==> config.mk <==
export PLATFORM = sky130hd
export DESIGN_NAME = cx_fault_signal
export DESIGN_NICKNAME = d
export VERILOG_FILES = /design/src/rtl/cxf_pkg.sv /design/src/rtl/cxf_prio_pick.sv /design/src/rtl/cxf_status_core.sv /design/src/rtl/cxf_env_snap.sv /design/src/rtl/cxf_trap_gate.sv /design/src/rtl/cx_fault_signal.sv
export SDC_FILE = /design/constraint.sdc
export NUM_CORES = 1
export LEC_CHECK = 0
export BUFFER_PORTS_ARGS = -buffer_cell sky130_fd_sc_hd__clkbuf_2
export CAP_MARGIN = 20
export CORE_AREA = 2 2 101 103
export CTS_CLUSTER_DIAMETER = 50
export DETAILED_ROUTE_END_ITERATION = 6
export DIE_AREA = 0 0 103 105
export PLACE_DENSITY = 0.85
export SLEW_MARGIN = 30
export SYNTH_ARGS = -nofsm -noshare
export SYNTH_HDL_FRONTEND = slang
export SYNTH_SLANG_ARGS = --single-unit
==> constraint.sdc <==
create_clock -name clk -period 3.6 [get_ports clk]
set_clock_uncertainty 0.15 [all_clocks]
set_input_delay 0.72 -clock clk [delete_from_list [all_inputs] [get_ports clk]]
set_output_delay 0.72 -clock clk [all_outputs]
set_load 0.02 [all_outputs]
==> src/rtl/cxf_pkg.sv <==
package cxf_pkg;
  localparam int EXC_N = 6;
  typedef enum logic [2:0] {
    EXC_INVALID = 3'd0,
    EXC_DENORM  = 3'd1,
    EXC_ZDIV    = 3'd2,
    EXC_OVF     = 3'd3,
    EXC_UNF     = 3'd4,
    EXC_PREC    = 3'd5
  } exc_idx_e;
  typedef logic [EXC_N-1:0] exc_vec_t;
endpackage

==> src/rtl/cxf_prio_pick.sv <==
module cxf_prio_pick
  import cxf_pkg::*;
(
  input  logic     en_i,
  input  exc_vec_t flags_i,
  output exc_vec_t pick_o
);
  exc_vec_t raw;

  // lowest index wins: invalid first, precision last
  genvar i;
  generate
    for (i = 0; i < EXC_N; i++) begin : g_pick
      if (i == 0) begin : g_first
        assign raw[i] = flags_i[i];
      end else begin : g_rest
        assign raw[i] = flags_i[i] & ~(|flags_i[i-1:0]);
      end
    end
  endgenerate

  assign pick_o = en_i ? raw : '0;

  always_comb begin
    a_pick_onehot_r2: assert ($onehot0(pick_o));
  end
endmodule

==> src/rtl/cxf_status_core.sv <==
module cxf_status_core
  import cxf_pkg::*;
(
  input  logic     clk,
  input  logic     rst,
  input  exc_vec_t pick_i,
  input  logic     ctl_we_i,
  input  exc_vec_t ctl_mask_i,
  input  logic     clr_i,
  output exc_vec_t status_o,
  output exc_vec_t mask_o,
  output logic     err_o,
  output exc_vec_t fix_o,
  output logic     cap_o,
  output exc_vec_t stat_next_o,
  output exc_vec_t mask_next_o
);
  exc_vec_t stat_q, mask_q, fix_q;
  exc_vec_t stat_d, mask_d, fix_d;
  logic     err_q, err_d;

  always_comb begin
    mask_d = ctl_we_i ? ctl_mask_i : mask_q;
    stat_d = (clr_i ? '0 : stat_q) | pick_i;
    err_d  = |(stat_d & ~mask_d);
    fix_d  = pick_i & mask_d;
  end

  always_ff @(posedge clk) begin
    if (rst) begin
      stat_q <= '0;
      mask_q <= '1;
      err_q  <= 1'b0;
      fix_q  <= '0;
    end else begin
      stat_q <= stat_d;
      mask_q <= mask_d;
      err_q  <= err_d;
      fix_q  <= fix_d;
    end
  end

  assign status_o    = stat_q;
  assign mask_o      = mask_q;
  assign err_o       = err_q;
  assign fix_o       = fix_q;
  assign cap_o       = err_d & (~err_q | clr_i);
  assign stat_next_o = stat_d;
  assign mask_next_o = mask_d;

  p_sticky_r5: assert property (@(posedge clk) disable iff (rst)
    !clr_i |=> ((stat_q & $past(stat_q)) == $past(stat_q)));
  p_one_new_r2: assert property (@(posedge clk) disable iff (rst)
    !clr_i |=> ($countones(stat_q & ~$past(stat_q)) <= 1));
  p_clear_r6: assert property (@(posedge clk) disable iff (rst)
    (clr_i && pick_i == '0) |=> (stat_q == '0 && !err_q));
  p_fix_onehot_r3: assert property (@(posedge clk) disable iff (rst)
    $onehot0(fix_q));
  p_fix_quiet_r3: assert property (@(posedge clk) disable iff (rst)
    (fix_q != '0) |-> ((fix_q & ~mask_q) == '0));
endmodule

==> src/rtl/cxf_env_snap.sv <==
module cxf_env_snap
  import cxf_pkg::*;
#(
  parameter int TAG_W = 16,
  parameter int PTR_W = 32
) (
  input  logic             clk,
  input  logic             rst,
  input  logic             cap_i,
  input  logic             clr_i,
  input  exc_vec_t         ctl_i,
  input  exc_vec_t         stat_i,
  input  logic [TAG_W-1:0] tag_i,
  input  logic [PTR_W-1:0] iptr_i,
  input  logic [PTR_W-1:0] optr_i,
  output exc_vec_t         ctl_o,
  output exc_vec_t         stat_o,
  output logic [TAG_W-1:0] tag_o,
  output logic [PTR_W-1:0] iptr_o,
  output logic [PTR_W-1:0] optr_o
);
  always_ff @(posedge clk) begin
    if (rst) begin
      ctl_o  <= '0;
      stat_o <= '0;
      tag_o  <= '0;
      iptr_o <= '0;
      optr_o <= '0;
    end else if (cap_i) begin
      ctl_o  <= ctl_i;
      stat_o <= stat_i;
      tag_o  <= tag_i;
      iptr_o <= iptr_i;
      optr_o <= optr_i;
    end else if (clr_i) begin
      ctl_o  <= '0;
      stat_o <= '0;
      tag_o  <= '0;
      iptr_o <= '0;
      optr_o <= '0;
    end
  end

  p_hold_r9: assert property (@(posedge clk) disable iff (rst)
    (!cap_i && !clr_i) |=> ($stable(iptr_o) && $stable(optr_o) &&
                            $stable(tag_o) && $stable(stat_o) && $stable(ctl_o)));
endmodule

==> src/rtl/cxf_trap_gate.sv <==
module cxf_trap_gate #(
  parameter int VEC_W    = 8,
  parameter int TRAP_VEC = 16
) (
  input  logic             clk,
  input  logic             rst,
  input  logic             esc_dec_i,
  input  logic             wait_dec_i,
  input  logic             err_i,
  output logic             trap_o,
  output logic [VEC_W-1:0] vec_o,
  output logic             go_o
);
  localparam logic [VEC_W-1:0] VecVal = VEC_W'(TRAP_VEC);
  logic dec;
  assign dec = esc_dec_i | wait_dec_i;

  always_ff @(posedge clk) begin
    if (rst) begin
      trap_o <= 1'b0;
      vec_o  <= '0;
      go_o   <= 1'b0;
    end else begin
      trap_o <= dec & err_i;
      vec_o  <= (dec & err_i) ? VecVal : '0;
      go_o   <= dec & ~err_i;
    end
  end

  p_trap_req_r7: assert property (@(posedge clk) disable iff (rst)
    (dec && err_i) |=> (trap_o && vec_o == VecVal && !go_o));
  p_no_trap_r8: assert property (@(posedge clk) disable iff (rst)
    (dec && !err_i) |=> (go_o && !trap_o));
  p_idle_r7: assert property (@(posedge clk) disable iff (rst)
    !dec |=> (!trap_o && !go_o));
endmodule

==> src/rtl/cx_fault_signal.sv <==
module cx_fault_signal
  import cxf_pkg::*;
#(
  parameter int TAG_W    = 16,
  parameter int PTR_W    = 32,
  parameter int VEC_W    = 8,
  parameter int TRAP_VEC = 16
) (
  input  logic             clk,
  input  logic             rst,
  input  logic             op_valid_i,
  input  logic [5:0]       op_flags_i,
  input  logic             ctl_we_i,
  input  logic [5:0]       ctl_mask_i,
  input  logic             clr_i,
  input  logic [TAG_W-1:0] tag_i,
  input  logic [PTR_W-1:0] iptr_i,
  input  logic [PTR_W-1:0] optr_i,
  input  logic             esc_dec_i,
  input  logic             wait_dec_i,
  output logic [5:0]       status_o,
  output logic [5:0]       mask_o,
  output logic             err_o,
  output logic [5:0]       fix_o,
  output logic             trap_o,
  output logic [VEC_W-1:0] trap_vec_o,
  output logic             go_o,
  output logic [5:0]       snap_ctl_o,
  output logic [5:0]       snap_stat_o,
  output logic [TAG_W-1:0] snap_tag_o,
  output logic [PTR_W-1:0] snap_iptr_o,
  output logic [PTR_W-1:0] snap_optr_o
);
  exc_vec_t pick, stat_next, mask_next;
  logic     cap;

  cxf_prio_pick u_pick (
    .en_i   (op_valid_i),
    .flags_i(op_flags_i),
    .pick_o (pick)
  );

  cxf_status_core u_core (
    .clk        (clk),
    .rst        (rst),
    .pick_i     (pick),
    .ctl_we_i   (ctl_we_i),
    .ctl_mask_i (ctl_mask_i),
    .clr_i      (clr_i),
    .status_o   (status_o),
    .mask_o     (mask_o),
    .err_o      (err_o),
    .fix_o      (fix_o),
    .cap_o      (cap),
    .stat_next_o(stat_next),
    .mask_next_o(mask_next)
  );

  cxf_env_snap #(.TAG_W(TAG_W), .PTR_W(PTR_W)) u_snap (
    .clk   (clk),
    .rst   (rst),
    .cap_i (cap),
    .clr_i (clr_i),
    .ctl_i (mask_next),
    .stat_i(stat_next),
    .tag_i (tag_i),
    .iptr_i(iptr_i),
    .optr_i(optr_i),
    .ctl_o (snap_ctl_o),
    .stat_o(snap_stat_o),
    .tag_o (snap_tag_o),
    .iptr_o(snap_iptr_o),
    .optr_o(snap_optr_o)
  );

  cxf_trap_gate #(.VEC_W(VEC_W), .TRAP_VEC(TRAP_VEC)) u_gate (
    .clk       (clk),
    .rst       (rst),
    .esc_dec_i (esc_dec_i),
    .wait_dec_i(wait_dec_i),
    .err_i     (err_o),
    .trap_o    (trap_o),
    .vec_o     (trap_vec_o),
    .go_o      (go_o)
  );

  p_err_summary_r10: assert property (@(posedge clk) disable iff (rst)
    err_o == |(status_o & ~mask_o));
  p_err_unmasked_r4: assert property (@(posedge clk) disable iff (rst)
    (op_valid_i && ((pick & ~mask_next) != '0)) |=> err_o);
endmodule

### After elaboration in Yosys (flattened, before gate mapping)

Cells that the tools add are included.

| cells by class | value |
|---|---|
| add/subtract/negate cells | 0 |
| multiply operators | 0 |
| div/mod/pow operators | 0 |
| order comparisons | 0 |
| equality and inequality tests | 0 |
| shifts and indexed selects | 0 |
| multiplexer cells | 12 |
| bitwise gates (word level) | 20 |
| reductions and logical operators | 6 |

Operator list:

| operator | number |
|---|---|
| $mux 32 | 3 |
| $mux 6 | 6 |
| $mux 16 | 2 |
| $and 6x6->6 | 2 |
| $and 1x1->1 | 8 |
| $not 1->1 | 6 |
| $not 6->6 | 1 |
| $or 6x6->6 | 1 |
| $reduce_or 6->1 | 1 |
| $mux 5 | 1 |
| $reduce_or 5->1 | 1 |
| $reduce_or 4->1 | 1 |
| $reduce_or 3->1 | 1 |
| $or 1x1->1 | 2 |
| $reduce_bool 2->1 | 1 |
| $reduce_or 2->1 | 1 |

| word-level totals | value |
|---|---|
| register bits | 121 |
| latch bits | 0 |
| RAM bits | 0 |
| ROM bits | 0 |
| input bits | 99 |
| output and inout port bits | 121 |
| word-level logic and storage cells | 50 |
| memories kept | 0 |

### Longest topological paths before layout

Gate-level depths: netlist (run 1).

| depth | value |
|---|---|
| depth after elaboration | 9 |
| mapped depth | 8 |
| depth with buffers taken out | 5 |

### By module

A second synthesis (run 1) with hierarchy kept.

| second synthesis, totals | value |
|---|---|
| cells, all modules | 504 |
| area total of the unflattened synthesis | 5,303.8 sq um |

By module, submodules not included:

| module | instances | cells an instance | area an instance (sq um) |
|---|---|---|---|
| cxf_env_snap | 1 | 409 | 4,366.7 |
| cxf_status_core | 1 | 72 | 743.2 |
| cxf_trap_gate | 1 | 14 | 125.1 |
| cxf_prio_pick | 1 | 9 | 68.8 |

### Worst setup path before layout (run 1)

No wires, ideal clock.

| timing path | value |
|---|---|
| path type | input to register |
| start | input port op_flags_i[0] |
| end | register u_snap.ctl_o[2] |
| setup time | 0.123 ns |
| arrival | 2.122 ns |
| setup slack | 1.205 ns |
| stages on the path | 6 |
| buffers on the path | 1 |
| cell sequence | nor4b_2 > a32oi_1 > o22ai_2 > o32a_4 > buf_8 > mux2_1 |

| between the ends | value |
|---|---|
| cells in the longest elaborated chain, start to end | 9 |
| elaborated cells on any way between the ends | 21 |
| those cells by class | mux: 2; bitwise: 13; reduce/logical: 6 |

Ends and longest elaborated chain:

| what | line | RTL |
|---|---|---|
| start: declaration | cx_fault_signal.sv:12 | `input logic [5:0] op_flags_i,` |
| $reduce_or 5->1 (tied with other cells) | cxf_prio_pick.sv:17 | `assign raw[i] = flags_i[i] & ~(\|flags_i[i-1:0]);` |
| $not 1->1 | cxf_prio_pick.sv:17 |  |
| $and 1x1->1 | cxf_prio_pick.sv:17 |  |
| $mux 6 (*) | cxf_prio_pick.sv:22 | `assign pick_o = en_i ? raw : '0;` |
| $or 6x6->6 (*) | cxf_status_core.sv:24 | `stat_d = (clr_i ? '0 : stat_q) \| pick_i;` |
| $and 6x6->6 (*) | cxf_status_core.sv:25 | `err_d = \|(stat_d & ~mask_d);` |
| $reduce_or 6->1 (*) | cxf_status_core.sv:25 |  |
| $and 1x1->1 (*) | cxf_status_core.sv:47 | `assign cap_o = err_d & (~err_q \| clr_i);` |
| $mux 6 / $reduce_bool 2->1 (equally long branches) | -- |  |
| end signal: assignment | cxf_env_snap.sv:30 | `ctl_o <= ctl_i;` |
| end: declaration | cxf_env_snap.sv:16 | `output exc_vec_t ctl_o,` |

Mark *: on every way between the ends. The rest lies on a longest branch, timed or not.
A chain may end at the register's enable or synchronous reset.

### Worst setup path in the final report (run 1)

| timing path | value |
|---|---|
| start | input port op_flags_i[0] |
| end | register u_snap.iptr_o[17] |

| between the ends | value |
|---|---|
| cells in the longest elaborated chain, start to end | 9 |
| elaborated cells on any way between the ends | 21 |
| those cells by class | mux: 2; bitwise: 13; reduce/logical: 6 |

Ends and longest elaborated chain:

| what | line | RTL |
|---|---|---|
| $reduce_or 5->1 (tied with other cells) | cxf_prio_pick.sv:17 |  |
| $not 1->1 | cxf_prio_pick.sv:17 |  |
| $and 1x1->1 | cxf_prio_pick.sv:17 |  |
| $mux 6 (*) | cxf_prio_pick.sv:22 |  |
| $or 6x6->6 (*) | cxf_status_core.sv:24 |  |
| $and 6x6->6 (*) | cxf_status_core.sv:25 |  |
| $reduce_or 6->1 (*) | cxf_status_core.sv:25 |  |
| $and 1x1->1 (*) | cxf_status_core.sv:47 |  |
| $mux 32 / $reduce_bool 2->1 (equally long branches) | -- |  |
| end signal: assignment | cxf_env_snap.sv:33 | `iptr_o <= iptr_i;` |
| end: declaration | cxf_env_snap.sv:19 | `output logic [PTR_W-1:0] iptr_o,` |

Marks and branches as above.

==> results of run 1 <==
routing by layer:
layer / wire [um] / vias up / global-route usage [%] / share of wire (%)
li1: - / 2050 / - / -
met2: 5930 / 169 / 35.9 / 50
met4: 367 / 0 / 12.6 / 3.1
met3: 719 / 34 / 6.82 / 6.1
met5: 0 / - / 0 / 0
met1: 4740 / 1935 / 24.5 / 40
through the flow:
stage / cells / worst slack (ps) / cell area (sq um)
final: 830 / 999 / 6340
after detailed placement: 798 / 534 / 5720
after floorplan: 497 / 1200 / 4730
after global routing: 830 / 862 / 6340
after CTS: 830 / 1040 / 6340
after global placement: 798 / 720 / 5720
Yosys cell counts, types with 2 or more instances:
| cell | count | area share (%) |
|---|---|---|
| mux2_1 | 10 | 2.4 |
| mux2i_1 | 88 | 19 |
| nor3_1 | 2 | 0.21 |
| a22oi_1 | 3 | 0.48 |
| buf_6 | 2 | 0.48 |
| nor4b_1 | 2 | 0.37 |
| a32oi_1 | 2 | 0.37 |
| and3_1 | 8 | 1.1 |
| clkbuf_1 | 30 | 2.4 |
| buf_4 | 9 | 1.4 |
| nor3b_1 | 2 | 0.32 |
| nand3_1 | 82 | 8.7 |
| nand2_1 | 90 | 7.2 |
| nor2_1 | 15 | 1.2 |
| buf_8 | 9 | 2.9 |
| inv_1 | 6 | 0.48 |
| dfxtp_1 | 113 | 48 |
| nor2b_1 | 2 | 0.27 |
| mux2_2 | 2 | 0.48 |
| and2_1 | 3 | 0.40 |
final cells by class:
type	count	area, sq um	area share (%)
Sequential cell	113	2260	35.7
Timing Repair Buffer	218	1160	18.2
Clock buffer	23	487	7.68
Multi-Input combinational cell	327	2110	33.3
Tap cell	133	166	2.63
Inverter	7	28.8	0.454
Clock inverter	9	128	2.01
state kept, by name, indices dropped and copies added (netlist names):
signal and count:
u_snap.iptr_o 32, u_core.mask_o 6, u_snap.optr_o 32, u_gate.go_o 1
u_core.err_o 1, u_gate.vec_o 1, u_snap.stat_o 6, u_snap.tag_o 16
u_snap.ctl_o 6, u_core.fix_o 6, u_core.status_o 6
report_power, final:
group	leakage [nW]	switching, mW	internal, mW
clock network	0.296	0.567	1.14
registers	0.920	0.0336	1.31
logic	1.78	0.274	0.178
total	2.99	0.875	2.63
final timing paths:
path | slack, ps | start | end | depth (start not counted)
worst max-delay path | 1000 | op_flags_i[0] | u_snap.iptr_o[17] | 7
worst min-delay path | 280 | optr_i[4] | u_snap.optr_o[4] | 3
worst max register to register | 1360 | u_core.mask_o[4] | u_snap.iptr_o[17] | 6
worst min register to register | 320 | u_snap.optr_o[0] | u_snap.optr_o[0] | 2
tightest hold or removal path: cells and delay by family:
| kind | cells | cell delay [ps] |
|---|---|---|
| and+or+nand+nor | 1 | 40 |
| buffers and inverters | 1 | 80 |
| muxes | 1 | 50 |
logic make-up (layout without fill, tap and decap cells):
logic type | Yosys count | count (layout) | share of synthesized area, %
AOI/OAI and AO/OA | 10 | 10 | 2.12
and+or+nand+nor | 210 | 210 | 20.5
DFF | 113 | 113 | 48.0
other | 1 | 7 | 0.0796
muxes | 100 | 100 | 21.6
buffers and inverters | 57 | 257 | 7.73
==> results.md, run 1 <==
Global route:
- The overall overflow remaining after global route is 0.
- The number of global-route vias before repair is 4167.
- The initial antenna violation count is 0.
- The overall global routing resource usage is 21.9%.
- The global-route wire length before repair is 18800 um.
- The maximum number of pins on one net before global-route repair is 90.

Placed design:
- The routability congestion estimate is 0.846.
- In this run the tool buffered the top-level ports with 212 buffer cells.
- The placed wire-length estimate after detailed placement is 8250 um.

Timing:
- Counting I/O delays and the setup requirement, the final critical path takes 2600 ps.
- Summed over all failing endpoints, the final setup total negative slack is 0 ps.
- Setup repair after global routing left no endpoint under its margin.
- At the pin with the least slew margin, the transition time is 906 ps.
- The final critical-path share of the clock period is 72.3%.
- The number of failing hold endpoints at the final stage is 0.
- Hold is met by 279 ps.
- The max-slew headroom at the worst pin is 39.6%.
- The count of endpoints failing setup in the final report is 0.
- Based on the critical path, the design can be clocked at up to 384 MHz.
- The final number of max-transition violations is 0.

Drt:
- After detailed routing, the number of remaining DRC violations is 0.
- The final routed wire length divided by cell count is 14.2 um.
- The routed wire length is 11800 um.
- The DRC marker count from the first detailed-route iteration is 164.
- The via density per instance is 5.05.
- The overall via count from detail_route is 4188.
- Once detail routing completed, the nets flagged for antenna violations numbered 0.
- The number of optimization iterations in the first detailed-route pass is 4.

Yosys:
- The cell count after synthesis came out at 491.
- During synthesis, Yosys emitted a total of 0 warnings.
- The summed instance area of the synthesized netlist is 4710 sq um.
- Counting flops with a built-in enable in the synthesized netlist gives 0.
- The mean post-synth cell area is 9.60 sq um.
- The flip-flop and latch count after synthesis is 113.
- The netlist uses 31 different library cells.
- For this run, the leading register cell type out of synthesis is dfxtp_1.
- Summing the sequential cell areas from Yosys gives 48.0% of the chip area.
- After synthesis, the share of flip-flops with an asynchronous set or reset is 0%.

Clocking:
- The post-cts sizing count is 0.
- The cell chosen for the clock root is clkbuf_8.
- In this run the deepest clock path goes through 2 buffers.
- The clock sink total is 113.
- The H-tree level count is 4.
- For this design, the CTS-stage hold fixing added 0 buffers.
- The number of buffers inserted to repair setup after CTS is 0.
- The clock latency of the later-clocked register in the worst-skew pair is 520 ps.
- After clock tree synthesis, the clock-pin slew on the worst setup and hold paths is 60 ps.
- Clock tree synthesis inserted a total of 17 buffers.
- TritonCTS built the clock tree.

Worst setup path:
- The category of the worst setup path launch point is a primary input.
- The largest driver fanout on the critical path is 24.
- At the worst endpoint, the required time is 3870 ps.
- Traced cell by cell, the critical path runs through clkbuf_2 > nor4b_2 > a32oi_1 > o22ai_2 > o32a_4 > buf_4 > mux2i_1.
- Among cell families on the critical path, the largest total delay comes from compound AO/OA/AOI/OAI gates.
- The type of the setup path with the least slack is primary input to register.
- At the worst endpoint, the arrival time is 2880 ps.
- The largest stage delay on the critical path is 490 ps.
- The master of the slowest instance on the critical path is nor4b_2.
- The worst setup path is captured at a register.
- The number of buffers and inverters on the critical path is 2.

Finish:
- The most frequent standard cell in the layout excluding fill and tap cells is clkbuf_2.
- The utilization after layout is 65.7%.
- In the layout the commonest cells are clkbuf_2, dfxtp_1, nand2_1.
- The post-route netlist has 36.9% of its cells at a drive strength greater than 1.
- The number of inserted filler cells in the final layout is 806.
- The count of antenna diodes in the layout is 0.
- The number of nets in the layout is 783.
- The signed area change from the synthesized netlist to the final layout is 34.5%.

Power and ir drop:
- The overall power consumption is 3.51 mW.
- The cell leakage power is 2.99 nW.
- In this run the power density over the cells is 554 nW/um^2.
- VDD sags by at most 283 uV.

Floorplan:
- The core region is 9640 sq um.
- The floorplan step set the die height to 105 um.
- The number of placement rows is 36.
- The die area is 10800 sq um.
- The top-level port count is 220.
- The initial utilization of the core area, before any placement, comes to 48.9%.
- Measured along the x axis, the die boundary spans 103 um.

Job:
- Max-cap violations in this run came to 0.

Worst hold path:
- The kind of path behind the tightest hold check is primary input to register.

Status:
- The run finished with clean final reports.
Power figures use the tool's default switching activity.
==> run 2, diff against run 1 <==
Settings changed: CORE_AREA 2 2 101 103 to 2 2 104 106, DIE_AREA 0 0 103 105 to 0 0 106 108, PLACE_DENSITY 0.85 to 0.81.
Clock period 3.6 ns to 2.5 ns, I/O delays scaled along.
==> results.md, run 2 (same netlist as run 1, synthesis figures left out) <==
Clocking:
- TritonCTS built the clock tree.
- After clock tree synthesis, the clock-pin slew on the worst setup and hold paths is 60 ps.
- The clock latency of the later-clocked register in the worst-skew pair is 490 ps.
- The clock tree synthesis step divided the H-tree into 4 levels.
- Hold repair after CTS inserted 0 buffers.
- The post-cts sizing count is 0.
- The number of clock buffers inserted by TritonCTS is 17.
- The clock sink total is 113.
- The cell chosen for the clock root is clkbuf_8.
- The number of buffers inserted to repair setup after CTS is 0.
- The longest clock path from root to sink contains 2 buffers.

Worst setup path:
- The worst register-to-register path has a setup slack of 500 ps.
- The end point of the critical path is u_snap.iptr_o[12].
- The worst setup path is captured at a register.
- The critical path goes through clkbuf_2 > nor4b_2 > a22oi_1 > nor2b_1 > o32a_4 > buf_12 > mux2i_1.
- The required time of the critical path is 2760 ps.
- The type of the setup path with the least slack is primary input to register.
- The arrival time of data at the critical path endpoint is 2340 ps.
- Measured in cells, the most critical reg-to-reg path has a length of 6.
- The largest driver fanout on the critical path is 44.
- The worst register-to-register path begins at u_core.status_o[2].
- The worst setup path is launched from a primary input.
- The start point of the critical path is op_flags_i[0].
- In this design, the stage delay of the slowest critical-path cell is 460 ps.
- In this run the critical register-to-register path is captured at u_snap.stat_o[1].
- For this design, the slowest cell found on the critical path is nor4b_2.

Power and ir drop:
- The overall power consumption is 4.92 mW.
- Per report_power, the combinational group accounts for 13.9% of the total.
- The net load switching power is 1.32 mW.
- The power density of the placed cells is 768 nW/um^2.
- The share of total power dissipated in the clock network is 46.7%.
- In this run switching power makes up 26.9% of total power.
- The internal portion of total power is 3.60 mW.
- The cell leakage power is 3.04 nW.
- The maximum vdd ir drop is 360 uV.
- The share of total power dissipated in sequential elements is 39.4%.

Timing:
- The shortest clock period the worst path allows after layout is 2080 ps.
- Of the available clock period, the critical path in the final layout requires 83.3%.
- The final worst-path setup slack is 417 ps.
- The number of failing hold endpoints at the final stage is 0.
- The final number of max-transition violations is 0.
- Setup violations remaining at the end of the flow were counted as 0.
- The transition time of the tightest slew-check pin is 544 ps.
- The max-slew headroom at the worst pin is 63.7%.
- The aggregate negative setup slack is 0 ps.
- Setup repair after global routing left no endpoint under its margin.
- The timing-limited maximum frequency is 480 MHz.

Worst hold path:
- The kind of path behind the tightest hold check is primary input to register.

Placed design:
- OpenSTA, run right after detailed placement, puts the worst setup slack at -4.81 ps.
- The routability congestion estimate is 0.932.
- The quantity of I/O buffers inserted on ports is 212.
- Detailed placement ended at an HPWL of 8420 um.
- The placement-stage cell area is 5830 sq um.

Floorplan:
- Once the floorplan was initialized, standard cells occupied 46.1% of the core.
- The die area is 11400 sq um.
- The die is 108 um tall.
- After floorplanning, the core was divided into 37 placement rows.
- The placeable core region is 10200 sq um.
- The overall die width is 106 um.
- The top-level port count is 220.

Global route:
- The global-route wire length before repair is 18700 um.
- The number of global-route vias before repair is 3993.
- The overall global routing resource usage is 20.3%.
- Entering global routing, the biggest net connects 60 pins.
- The initial antenna violation count came to 0.
- The overall overflow remaining after global route is 0.

Finish:
- For this run, the share of the core covered by cells in the final layout is 62.6%.
- The count of antenna diodes in the layout is 0.
- The largest registers in the layout are u_snap.iptr_o x32, u_snap.optr_o x32, u_snap.tag_o x16.
- Summing all non-filler instances in the final layout gives an area of 6400 sq um.
- The most frequent standard cell in the layout excluding fill and tap cells is clkbuf_2.
- In the layout the commonest cells are clkbuf_2, dfxtp_1, nand2_1.
- For this run, the post-layout net count is 795.
- The area growth from synthesis to layout is 35.8%.
- Of the cells placed in the final design, the portion with a size suffix greater than 1 is 38.1%.

Drt:
- The first detailed-routing pass ran for 5 iterations.
- The remaining number of nets flagged by the antenna check after routing is 0.
- The via density per instance is 4.98.
- Summing over every cut layer, the via total after detailed routing is 4209.
- In the final routed layout, each cell accounts on average for 14.0 um.
- The routed wire length is 11900 um.
- The DRC marker count from the first detailed-route iteration is 250.
- For this run, design rule violations remaining after detail routing come to 0.

Job:
- The count of maximum capacitance violations is 0.

Status:
- The run finished with clean final reports.
run 2: changes by cell type in the layout (fill, tap and decap cells not counted), sizes merged:
cell    change
clkbuf      -6
inv         +3
buf        +12
clkinv      +4
bufinv      -1
run 2: layer usage:
layer | track usage, % | share of wire [%] | vias to the layer above | wire, um
met5 | 0 | 0 | - | 0
met4 | 7.80 | 1.5 | 0 | 180
met3 | 4.76 | 5.7 | 14 | 670
met2 | 34.8 | 49 | 149 | 5840
met1 | 24.8 | 44 | 1972 | 5160
li1 | - | - | 2074 | -
run 2: worst min path at each step:
stage	start	to	slack, ps	depth (start not counted)
floorplan	u_core.err_o	u_gate.go_o	350	1
global placement	u_core.err_o	u_gate.go_o	280	1
detailed placement	u_core.err_o	u_gate.go_o	290	1
CTS	iptr_i[18]	u_snap.iptr_o[18]	50	3
global route	iptr_i[18]	u_snap.iptr_o[18]	60	3
finish	iptr_i[18]	u_snap.iptr_o[18]	80	3
run 2: worst max-delay path: cells and delay by family:
family | cells | cell delay (ps)
muxes | 1 | 250
AOI/OAI and AO/OA | 2 | 420
buffers and inverters | 2 | 410
and+or+nand+nor | 2 | 720
run 2: power groups by stage:
stage	logic, mW	clock network, mW	registers [mW]
2_1_floorplan	0.362	0	2.08
3_3_place_gp	0.665	0	1.97
3_5_place_dp	0.681	0	1.98
4_1_cts	0.684	2.33	1.94
5_1_grt	0.732	2.42	1.95
6_report	0.681	2.30	1.94
run 2: stage by stage:
stage | cells | hold WS [ps]
2_1_floorplan | 497 | 354
3_3_place_gp | 813 | 280
3_5_place_dp | 813 | 287
4_1_cts | 845 | 53.7
5_1_grt | 845 | 59.6
6_report | 845 | 79.0
run 2: area by class of cell:
class | count | area (sq um)
fillers | 859 | 3830
flip-flops and latches | 113 | 2260
multi-input cells | 327 | 2110
repair buffers | 230 | 1260
clock buffers | 17 | 414
well taps | 136 | 170
clock inverters | 15 | 159
inverters | 7 | 28.8
